File: config.mk
export PLATFORM = sky130hd
export DESIGN_NAME = i2c_bit_sequencer
export DESIGN_NICKNAME = d
export VERILOG_FILES = /design/src/rtl/i2cbt_pkg.sv /design/src/rtl/i2cbt_cfg_hold.sv /design/src/rtl/i2cbt_limits.sv /design/src/rtl/i2cbt_counter.sv /design/src/rtl/i2c_bit_sequencer.sv
export SDC_FILE = /design/constraint.sdc
export NUM_CORES = 1
export LEC_CHECK = 0
export BUFFER_PORTS_ARGS = -buffer_cell sky130_fd_sc_hd__buf_2
export CAP_MARGIN = 20
export CORE_AREA = 3 3 139 141
export DETAILED_ROUTE_END_ITERATION = 6
export DIE_AREA = 0 0 142 144
export PLACE_DENSITY = 0.72
export SYNTH_ARGS = -nofsm -noshare
export SYNTH_HDL_FRONTEND = slang
export SYNTH_SLANG_ARGS = --single-unit
File: constraint.sdc
create_clock -name clk -period 6.75 [get_ports clk]
set_clock_uncertainty 0.2 [all_clocks]
set_input_delay 1.0125 -clock clk [delete_from_list [all_inputs] [get_ports clk]]
set_output_delay 1.0125 -clock clk [all_outputs]
set_load 0.01 [all_outputs]
File: src/rtl/i2cbt_pkg.sv
package i2cbt_pkg;

    typedef enum logic [1:0] {
        OP_START = 2'd0,
        OP_WRITE = 2'd1,
        OP_READ  = 2'd2,
        OP_STOP  = 2'd3
    } bit_op_e;

    typedef enum logic [2:0] {
        PH_IDLE,
        PH_LOW,
        PH_HIGH,
        PH_SETUP,
        PH_HOLD,
        PH_STOP_SU
    } phase_e;

endpackage

File: src/rtl/i2cbt_cfg_hold.sv
module i2cbt_cfg_hold #(
    parameter int DIV_W    = 8,
    parameter int CNT_W    = 4,
    parameter int STEP_W   = 3,
    parameter int MAX_STEP = 5
) (
    input  logic              clk,
    input  logic              rst_n,
    input  logic              load,
    input  logic [DIV_W-1:0]  div_lo,
    input  logic [DIV_W-1:0]  div_hi,
    input  logic [CNT_W-1:0]  start_cnt,
    input  logic [CNT_W-1:0]  stop_cnt,
    input  logic [STEP_W-1:0] upd_step,
    output logic [DIV_W:0]    lu_q,
    output logic [DIV_W:0]    hu_q,
    output logic [CNT_W:0]    uu_q,
    output logic [CNT_W:0]    pu_q,
    output logic [STEP_W-1:0] su_q
);
    localparam logic [STEP_W-1:0] STEP_CAP = STEP_W'(MAX_STEP);
    localparam logic [STEP_W-1:0] S_TOP    = STEP_W'(MAX_STEP + 1);

    typedef struct packed {
        logic [DIV_W:0]    l;
        logic [DIV_W:0]    h;
        logic [CNT_W:0]    u;
        logic [CNT_W:0]    p;
        logic [STEP_W-1:0] s;
    } cfg_t;

    cfg_t cfg_d, cfg_q;
    logic [STEP_W-1:0] step_c;

    always_comb begin
        cfg_d  = cfg_q;
        step_c = (upd_step > STEP_CAP) ? STEP_CAP : upd_step;
        if (load) begin
            cfg_d.l = {1'b0, div_lo} + 1'b1;
            cfg_d.h = {1'b0, div_hi} + 1'b1;
            cfg_d.u = {1'b0, start_cnt} + 1'b1;
            cfg_d.p = {1'b0, stop_cnt} + 1'b1;
            cfg_d.s = step_c + 1'b1;
        end
    end

    always_ff @(posedge clk or negedge rst_n) begin
        if (!rst_n) begin
            cfg_q <= '{l: 1, h: 1, u: 1, p: 1, s: 1};
        end else begin
            cfg_q <= cfg_d;
        end
    end

    assign lu_q = cfg_q.l;
    assign hu_q = cfg_q.h;
    assign uu_q = cfg_q.u;
    assign pu_q = cfg_q.p;
    assign su_q = cfg_q.s;

    // the stored step is never zero and never beyond the cap
    p_step_clamped_r4: assert property (@(posedge clk) disable iff (!rst_n)
        load |=> (su_q != '0 && su_q <= S_TOP));

    // a unit is never zero
    p_units_nonzero_r2: assert property (@(posedge clk) disable iff (!rst_n)
        (lu_q != '0 && hu_q != '0 && uu_q != '0 && pu_q != '0));

endmodule

File: src/rtl/i2cbt_limits.sv
module i2cbt_limits #(
    parameter int DIV_W  = 8,
    parameter int CNT_W  = 4,
    parameter int STEP_W = 3,
    parameter int TW     = DIV_W + CNT_W + 5
) (
    input  logic [DIV_W:0]    lu,
    input  logic [DIV_W:0]    hu,
    input  logic [CNT_W:0]    uu,
    input  logic [CNT_W:0]    pu,
    input  logic [STEP_W-1:0] su,
    output logic [TW-1:0]     upd_pt,
    output logic [TW-1:0]     low_last,
    output logic [TW-1:0]     half_last,
    output logic [TW-1:0]     high_last,
    output logic [TW-1:0]     su_start_pt,
    output logic [TW-1:0]     hold_last,
    output logic [TW-1:0]     su_stop_pt
);
    logic [TW-1:0] l_w, h_w, h8, u_w, p_w;

    always_comb begin
        l_w         = TW'(lu);
        h_w         = TW'(hu);
        u_w         = TW'(uu);
        p_w         = TW'(pu);
        h8          = h_w << 3;
        upd_pt      = l_w * TW'(su);
        low_last    = (l_w << 3) - 1'b1;
        half_last   = (h_w << 2) - 1'b1;
        high_last   = h8 - 1'b1;
        su_start_pt = h8 * u_w;
        hold_last   = h8 * (u_w + 1'b1) - TW'(2);
        su_stop_pt  = h8 * p_w;
    end

endmodule

File: src/rtl/i2cbt_counter.sv
module i2cbt_counter #(
    parameter int TW = 17
) (
    input  logic          clk,
    input  logic          rst_n,
    input  logic          clr,
    output logic [TW-1:0] cnt_q
);
    logic [TW-1:0] cnt_d;

    always_comb begin
        cnt_d = clr ? '0 : cnt_q + 1'b1;
    end

    always_ff @(posedge clk or negedge rst_n) begin
        if (!rst_n) begin
            cnt_q <= '0;
        end else begin
            cnt_q <= cnt_d;
        end
    end

    // phase limits always end a phase before the counter saturates
    p_count_no_wrap_r2: assert property (@(posedge clk) disable iff (!rst_n)
        !clr |-> (cnt_q != '1));

endmodule

File: src/rtl/i2c_bit_sequencer.sv
module i2c_bit_sequencer
    import i2cbt_pkg::*;
#(
    parameter int DIV_W    = 8,
    parameter int CNT_W    = 4,
    parameter int MAX_STEP = 5
) (
    input  logic             clk,
    input  logic             rst_n,
    input  logic             cmd_valid,
    input  logic [1:0]       cmd_op,
    input  logic             cmd_bit,
    input  logic [DIV_W-1:0] div_lo,
    input  logic [DIV_W-1:0] div_hi,
    input  logic [CNT_W-1:0] start_cnt,
    input  logic [CNT_W-1:0] stop_cnt,
    input  logic [2:0]       upd_step,
    input  logic             sda_in,
    output logic             done,
    output logic             rd_bit,
    output logic             scl_pull,
    output logic             sda_pull
);
    localparam int STEP_W = 3;
    localparam int TW     = DIV_W + CNT_W + 5;

    typedef struct packed {
        phase_e  ph;
        bit_op_e op;
        logic    scl;
        logic    sda;
        logic    tgt;
        logic    rd;
    } seq_t;

    seq_t seq_d, seq_q;
    logic cnt_clr, accept;

    logic [DIV_W:0]    lu, hu;
    logic [CNT_W:0]    uu, pu;
    logic [STEP_W-1:0] su;
    logic [TW-1:0]     cnt_q;
    logic [TW-1:0]     upd_pt, low_last, half_last, high_last;
    logic [TW-1:0]     su_start_pt, hold_last, su_stop_pt;

    assign accept = cmd_valid && (seq_q.ph == PH_IDLE);

    i2cbt_cfg_hold #(
        .DIV_W(DIV_W), .CNT_W(CNT_W), .STEP_W(STEP_W), .MAX_STEP(MAX_STEP)
    ) u_cfg (
        .clk(clk), .rst_n(rst_n), .load(accept),
        .div_lo(div_lo), .div_hi(div_hi),
        .start_cnt(start_cnt), .stop_cnt(stop_cnt), .upd_step(upd_step),
        .lu_q(lu), .hu_q(hu), .uu_q(uu), .pu_q(pu), .su_q(su)
    );

    i2cbt_limits #(
        .DIV_W(DIV_W), .CNT_W(CNT_W), .STEP_W(STEP_W), .TW(TW)
    ) u_lim (
        .lu(lu), .hu(hu), .uu(uu), .pu(pu), .su(su),
        .upd_pt(upd_pt), .low_last(low_last), .half_last(half_last),
        .high_last(high_last), .su_start_pt(su_start_pt),
        .hold_last(hold_last), .su_stop_pt(su_stop_pt)
    );

    i2cbt_counter #(.TW(TW)) u_cnt (
        .clk(clk), .rst_n(rst_n), .clr(cnt_clr), .cnt_q(cnt_q)
    );

    always_comb begin
        seq_d   = seq_q;
        cnt_clr = 1'b0;
        unique case (seq_q.ph)
            PH_IDLE: begin
                cnt_clr = 1'b1;
                if (cmd_valid) begin
                    seq_d.op = bit_op_e'(cmd_op);
                    unique case (bit_op_e'(cmd_op))
                        OP_START: begin
                            seq_d.tgt = 1'b0;
                            seq_d.ph  = seq_q.scl ? PH_LOW : PH_SETUP;
                        end
                        OP_WRITE: begin
                            seq_d.tgt = ~cmd_bit;
                            if (seq_q.scl) seq_d.ph = PH_LOW;
                        end
                        OP_READ: begin
                            seq_d.tgt = 1'b0;
                            if (seq_q.scl) seq_d.ph = PH_LOW;
                        end
                        OP_STOP: begin
                            seq_d.tgt = 1'b1;
                            if (seq_q.scl) seq_d.ph = PH_LOW;
                        end
                        default: seq_d.ph = PH_IDLE;
                    endcase
                end
            end
            PH_LOW: begin
                if (cnt_q == upd_pt) begin
                    seq_d.sda = seq_q.tgt;
                end
                if (cnt_q == low_last) begin
                    seq_d.scl = 1'b0;
                    cnt_clr   = 1'b1;
                    unique case (seq_q.op)
                        OP_START: seq_d.ph = PH_SETUP;
                        OP_STOP:  seq_d.ph = PH_STOP_SU;
                        default:  seq_d.ph = PH_HIGH;
                    endcase
                end
            end
            PH_HIGH: begin
                if (cnt_q == half_last && seq_q.op == OP_READ) begin
                    seq_d.rd = sda_in;
                end
                if (cnt_q == high_last) begin
                    seq_d.scl = 1'b1;
                    seq_d.ph  = PH_IDLE;
                end
            end
            PH_SETUP: begin
                if (cnt_q == su_start_pt) begin
                    seq_d.sda = 1'b1;
                    seq_d.ph  = PH_HOLD;
                    cnt_clr   = 1'b1;
                end
            end
            PH_HOLD: begin
                if (cnt_q == hold_last) begin
                    seq_d.scl = 1'b1;
                    seq_d.ph  = PH_IDLE;
                end
            end
            PH_STOP_SU: begin
                if (cnt_q == su_stop_pt) begin
                    seq_d.sda = 1'b0;
                    seq_d.ph  = PH_IDLE;
                end
            end
            default: begin
                seq_d.ph = PH_IDLE;
                cnt_clr  = 1'b1;
            end
        endcase
    end

    always_ff @(posedge clk or negedge rst_n) begin
        if (!rst_n) begin
            seq_q <= '{ph: PH_IDLE, op: OP_START, scl: 1'b0, sda: 1'b0,
                       tgt: 1'b0, rd: 1'b0};
        end else begin
            seq_q <= seq_d;
        end
    end

    assign done     = (seq_q.ph == PH_IDLE);
    assign rd_bit   = seq_q.rd;
    assign scl_pull = seq_q.scl;
    assign sda_pull = seq_q.sda;

    // SDA only moves while SCL is pulled, except at START/STOP edges
    p_sda_quiet_high_r3: assert property (@(posedge clk) disable iff (!rst_n)
        (seq_q.ph == PH_HIGH) |=> $stable(sda_pull));

    // the update point always falls strictly inside the low phase
    p_update_before_rise_r3: assert property (@(posedge clk) disable iff (!rst_n)
        (seq_q.ph == PH_LOW) |-> (upd_pt < low_last));

    // during START hold, SCL is released and SDA is pulled
    p_start_hold_shape_r5: assert property (@(posedge clk) disable iff (!rst_n)
        (seq_q.ph == PH_HOLD) |-> (!scl_pull && sda_pull));

    // STOP setup keeps SCL released with SDA pulled
    p_stop_setup_shape_r7: assert property (@(posedge clk) disable iff (!rst_n)
        (seq_q.ph == PH_STOP_SU) |-> (!scl_pull && sda_pull));

    // requests while busy change neither the command nor the busy flag
    p_busy_ignored_r9: assert property (@(posedge clk) disable iff (!rst_n)
        (!done && cmd_valid) |=> $stable(seq_q.op));

    // data and STOP on a released bus leave it idle
    p_idle_ignore_r10: assert property (@(posedge clk) disable iff (!rst_n)
        (done && cmd_valid && !scl_pull && cmd_op != 2'd0)
        |=> (done && !scl_pull && !sda_pull));

    // rd_bit only moves during a READ
    p_rd_held_r8: assert property (@(posedge clk) disable iff (!rst_n)
        (seq_q.op != OP_READ) |=> $stable(rd_bit));

endmodule

Word level (Yosys, flattened, before mapping)

Index checks and enable logic that the tools add are counted.
Widths: inputs -> output; s select.

Register bits after elaboration: 57
Latch bits: 0
Memory bits (writable): 0
Bits in read-only memories: 0
Word-level logic and storage cells: 94
Memories kept: 0

$add $sub $neg: 11
$mul: 4
Div/mod/pow operators: 0
$lt $le $gt $ge: 1
Equal/unequal tests: 25
Shifts and indexed selects: 0
Multiplexer cells: 25
Bitwise logic cells: 1
Reductions and logical operators: 15

Operators by type and width:

| kind                  | count |
|---|---|
| $eq 17x17->1          | 6 |
| $mul 9x5->14          | 2 |
| $sub 12x1->13 const B | 2 |
| $mux 3                | 7 |
| $add 8x1->9 const B   | 2 |
| $pmux 3 s6            | 1 |
| $add 17x1->17 const B | 1 |
| $eq 17x12->1          | 1 |
| $mux 17               | 1 |
| $sub 17x2->17 const B | 1 |
| $mul 9x6->14          | 1 |
| $ne 2x2->1 const B    | 7 |
| $mul 9x3->12          | 1 |
| $pmux 1 s3            | 4 |
| $pmux 3 s2            | 2 |
| $sub 11x1->12 const B | 1 |
| $add 4x1->5 const B   | 2 |
| $eq 2x2->1 const B    | 4 |
| $mux 1                | 8 |
| $reduce_and 4->1      | 2 |
| $reduce_and 7->1      | 1 |
| $add 5x1->6 const B   | 1 |
| $eq 3x2->1 const B    | 2 |
| $eq 3x3->1 const B    | 2 |
| other kinds (15)      | 20 |

Logic depth before layout (Yosys ltp)

Depth after elaboration: 6
Depth in mapped cells: 19

By module

Synthesis repeated with hierarchy kept, for this count alone.

Cell total of the unflattened synthesis: 1222
Area, all modules: 10177.3 sq um

Modules (own cells, without submodules):

| module            | instances | cells each | area each (sq um) |
|---|---|---|---|
| i2cbt_limits      | 1         | 752        | 5841.9 |
| i2c_bit_sequencer | 1         | 242        | 2025.7 |
| i2cbt_cfg_hold    | 1         | 143        | 1468.9 |
| i2cbt_counter     | 1         | 85         | 840.8 |

Worst setup path after synthesis

OpenSTA, ideal clock, no wires.

Path kind: reg-to-reg
Start: reg u_cfg.cfg_q (netlist bit u_cfg.uu_q[0])
End: reg seq_q[8] (netlist bit)
Setup time: 0.118 ns
Arrival: 5.352 ns
Data required time: 6.432 ns
Setup slack: 1.080 ns
Stages on the path, launching flop included: 18
Clock period less this slack: 5.670 ns
Cells stage by stage: dfstp_2 clkbuf_1 nand3_1 xnor2_1 nand2_1 fa_1 fa_1 inv_1 fa_1 ha_1 o21a_2 a211oi_2 o21bai_1 a211o_1 a211o_1 or4b_1 a211o_1 a21o_1

Longest elaborated chain between the ends: 6

Ends and longest elaborated chain:

| what                                | RTL line                 | RTL |
|---|---|---|
| start, declared                     | i2cbt_cfg_hold.sv:32     | `cfg_t cfg_d, cfg_q;` |
| start signal, assigned              | i2cbt_cfg_hold.sv:49     | `cfg_q <= '{l: 1, h: 1, u: 1, p: 1, s: 1};` |
| start signal, assigned              | i2cbt_cfg_hold.sv:51     | `cfg_q <= cfg_d;` |
| $add 5x1->6                         | i2cbt_limits.sv:33       | `hold_last = h8 * (u_w + 1'b1) - TW'(2);` |
| $mul 9x6->14                        | i2cbt_limits.sv:33       |  |
| $sub 17x2->17                       | i2cbt_limits.sv:33       |  |
| $eq 17x17->1                        | i2c_bit_sequencer.sv:130 | `if (cnt_q == hold_last) begin` |
| $ne 2x2->1 (no source line)         | -                        |  |
| $reduce_and 7->1 (no source line) * | -                        |  |
| end signal, assigned                | i2c_bit_sequencer.sv:150 | `seq_q <= '{ph: PH_IDLE, op: OP_START, scl: 1'b0, sda: 1'b0,` |
| end signal, assigned                | i2c_bit_sequencer.sv:153 | `seq_q <= seq_d;` |
| end, declared                       | i2c_bit_sequencer.sv:36  | `seq_t seq_d, seq_q;` |

Every way passes the cells marked *; elsewhere a longest branch is shown, timed or not.
A chain may end at the register's enable or synchronous reset.

Worst setup path after layout

Same ends and word-level chain as after synthesis.

==> impl_metrics.py <==
metrics = {
    "status": {
        "status": "complete, no violations",
    },
    "pwr": {
        "internal_power_uw": 2640,
        "p_per_area_nw_per_um2": 529,
        "switching_share": 0.517,
        "p_sw_uw": 2830,
        "clkPwrFrac": 0.081,
        "cellLeakagePower_uw": 0.00482,
        "peakVddDrop_mv": 0.285,
        "seqPwrFrac": 0.148,
        "pwr-share-comb": 0.771,
    },
    "global_routing": {
        "track_usage": 0.240,
        "grt_max_degree": 59,
        "antenna_found_initial": 0,
        "grt_pass1_vias": 8066,
        "grt-ovfl-total": 0,
        "grt_pass1_wl_um": 39900,
    },
    "placed_design": {
        "portBuffers": 37,
        "dpl.hpwl_um": 18200,
        "placed_area_um2": 10000,
        "gp_congestion": 0.879,
    },
    "floorplan": {
        "rows": 49,
        "start_util": 0.536,
        "die_x_um": 142,
        "die_area_um2": 20400,
        "ioPinCount": 38,
        "die_h_um": 144,
        "coreArea_um2": 18100,
    },
    "sta": {
        "relSlewSlack": 0.357,
        "hold_viol": 0,
        "tns_ns": 0,
        "period_needed_ns": 6.19,
        "drv_slew": 0,
        "rsz0062_at_grt": "no",
        "whs_ns": 0.290,
        "setup_violations": 0,
        "period_share": 0.917,
        "fmax_mhz": 162,
        "worst_pin_slew_ns": 0.961,
    },
    "drt": {
        "vias": 8029,
        "wl_per_cell_um": 16.8,
        "first_iter_violations": 467,
        "via_per_inst": 5.76,
        "finalWirelength_um": 23400,
        "dr.pass1.iters": 6,
        "postRouteAntennaNets": 0,
        "wl_met1_um": 10200,
        "wl_met3_um": 1330,
        "top_layer": "met4",
        "drc": 0,
        "wl_met2_um": 11400,
    },
    "clocking": {
        "cts_setup_buffers": 0,
        "post_cts_resized": 0,
        "cts.path.max_buffers": 2,
        "path_clk_slew_ns": 0.06,
        "clock_sinks": 57,
        "clk_latency_ns": 0.34,
        "cts_tree": "built",
        "clock-root-buffer": "clkbuf_16",
        "ctsHoldBuffers": 0,
        "numCtsBuffers": 9,
        "htree_levels": 3,
    },
    "final_layout": {
        "utilization": 0.571,
        "drive_above_1_share": 0.0806,
        "nNetsFinal": 1365,
        "synthToLayoutAreaGrowth_pct": 6.53,
        "fin_area_um2": 10300,
        "insertedDiodeCount": 0,
    },
    "yosys": {
        "synth.avg_cell_area_um2": 8.39,
        "synth_area_um2": 9700,
        "ys_seq_area_frac": 0.148,
        "synth_warnings": 0,
        "synthCells": 1157,
        "syn_nets": 1361,
        "async_flop_share": 1.00,
        "yosysUniqueCellTypes": 78,
        "synthFlopType": "dfrtp_1",
        "synth_edf_count": 0,
        "ys_ff_latch": 57,
    },
    "flow_run": {
        "max_cap_violations": 0,
    },
    "critical_path": {
        "cp-start-kind": "flop",
        "critical_path_class": "reg -> reg",
        "worst-path-stages": 18,
        "critical_path_buf_inv_count": 2,
        "cp-end-kind": "flop",
        "cp_max_fo": 24,
        "cpMostUsedCell": "fa_1",
        "slowest_stage": "dfstp_2",
        "required_ns": 6.78,
        "rr_worst_depth": 18,
        "max_stage_delay_ns": 0.78,
        "path_cells": "ha_1 > nand3_1 > xnor2_1 > buf_4 > nand2_1 > fa_1 > fa_1 > fa_1 > inv_1 > ha_1 > nor3b_1 > a311o_1 > a211oi_1 > nand3_1 > a211o_1 > or4b_1 > a211o_1 > a21o_1",
        "cp_data_arrival_time_ns": 6.22,
        "cp_top_family": "adder cells",
    },
    "worst_hold_path": {
        "worst_hold_path_type": "reg -> reg",
        "hold_depth": 1,
    },
}
[placed cells by master, fill, tap and decap left out, drive strengths merged, types with 6 or more instances in the layout]
cell type  netlist  final
and2           126    126
nand2          119    119
ha              92     92
xnor2           86     86
inv             76     79
fa              78     78
nor2            64     64
o21ai           57     57
xor2            53     53
dfrtp           52     52
buf             13     52
nand3           39     39
a21oi           28     28
nor2b           21     21
nor3            21     21
nand4           15     15
nor4            13     13
a21o            12     12
nand2b          10     10
clkbuf          46      9
or4              8      8
o21a             8      8
and3             7      7
or3              7      7
or2              7      7
mux2i            6      6
mux2             6      6
[routing by layer]
layer  vias up  GRT usage
li1       3903          -
met1      3866      0.319
met2       226      0.415
met3        34     0.0337
met4         0     0.0601
met5         -          0
[power groups by stage]
stage               Sequential (uW)  Combinational [uW]  Clock, uW
finish                          809                4220        444
global route                    841                4780        463
CTS                             803                4240        452
detailed placement              810                4210          0
global placement                809                4090          0
floorplan                       549                3570          0
[cell families (layout without fill, tap and decap cells)]
group	Yosys count	after routing	synth area share
AO/OA/AOI/OAI	170	170	0.117
multiplexers	12	12	0.0132
XOR/XNOR	143	143	0.136
buffers and inverters	136	145	0.0544
flip-flops	57	57	0.148
adder cells (fa/ha/maj)	170	170	0.280
AND/OR/NAND/NOR	469	469	0.253
[synth_stat cells, drive strengths merged, types with 8 or more instances]
cell type / count / area share
o21a: 8 / 0.0063
a21oi: 28 / 0.014
nor3: 21 / 0.012
inv: 76 / 0.029
nand2: 119 / 0.046
nor2b: 21 / 0.014
clkbuf: 46 / 0.018
nand3: 39 / 0.020
nand4: 15 / 0.0097
nor2: 64 / 0.025
nor4: 13 / 0.0084
fa: 78 / 0.16
xnor2: 86 / 0.078
nand2b: 10 / 0.0064
o21ai: 57 / 0.029
or4: 8 / 0.0062
dfrtp: 52 / 0.13
and2: 126 / 0.081
xor2: 53 / 0.048
a21o: 12 / 0.0094
ha: 92 / 0.12
buf: 13 / 0.0068
[registers in the layout (all words and copies together), names as in the netlist]
register     flops
u_cfg.hu_q       9
seq_q            6
sda_pull         1
u_cfg.su_q       3
u_cfg.lu_q       9
u_cfg.uu_q       5
u_cnt.cnt_q     17
rd_bit           1
scl_pull         1
u_cfg.pu_q       5
[final cells by class]
class,instances,area (um^2)
Fill cell,1621,7750
Inverter,77,289
Multi-Input combinational cell,964,7740
Tap cell,229,287
Clock buffer,9,225
Clock inverter,7,60.1
Timing Repair Buffer,52,298
Sequential cell,57,1430
[through the flow]
stage               std cells  setup slack (ns)  power [uW]
global route             1395             0.271        6080
detailed placement       1379             0.605        5020
CTS                      1395             0.569        5490
floorplan                1157              1.08        4120
finish                   1395             0.559        5470
global placement         1379             0.710        4900
[worst reg2reg max path, cell delays in order (launching register included)]
cell	delay (ns)
dfstp_2	0.78
ha_1	0.26
nand3_1	0.10
xnor2_1	0.17
buf_4	0.19
nand2_1	0.08
fa_1	0.52
fa_1	0.51
fa_1	0.54
inv_1	0.04
ha_1	0.37
nor3b_1	0.17
a311o_1	0.32
a211oi_1	0.37
nand3_1	0.13
a211o_1	0.28
or4b_1	0.48
a211o_1	0.36
a21o_1	0.19
[worst paths after layout]
path / start / endpoint / slack (ns)
max: u_cfg.uu_q[0] / seq_q[8] / 0.56
min: sda_pull / sda_pull / 0.29
max reg2reg: u_cfg.uu_q[0] / seq_q[8] / 0.56
min reg2reg: sda_pull / sda_pull / 0.29
max in group asynchronous: rst_n / u_cfg.hu_q[6] / 5.22
min in group asynchronous: rst_n / seq_q[1] / 0.63
Note: power is estimated with default switching activity, not from simulation.
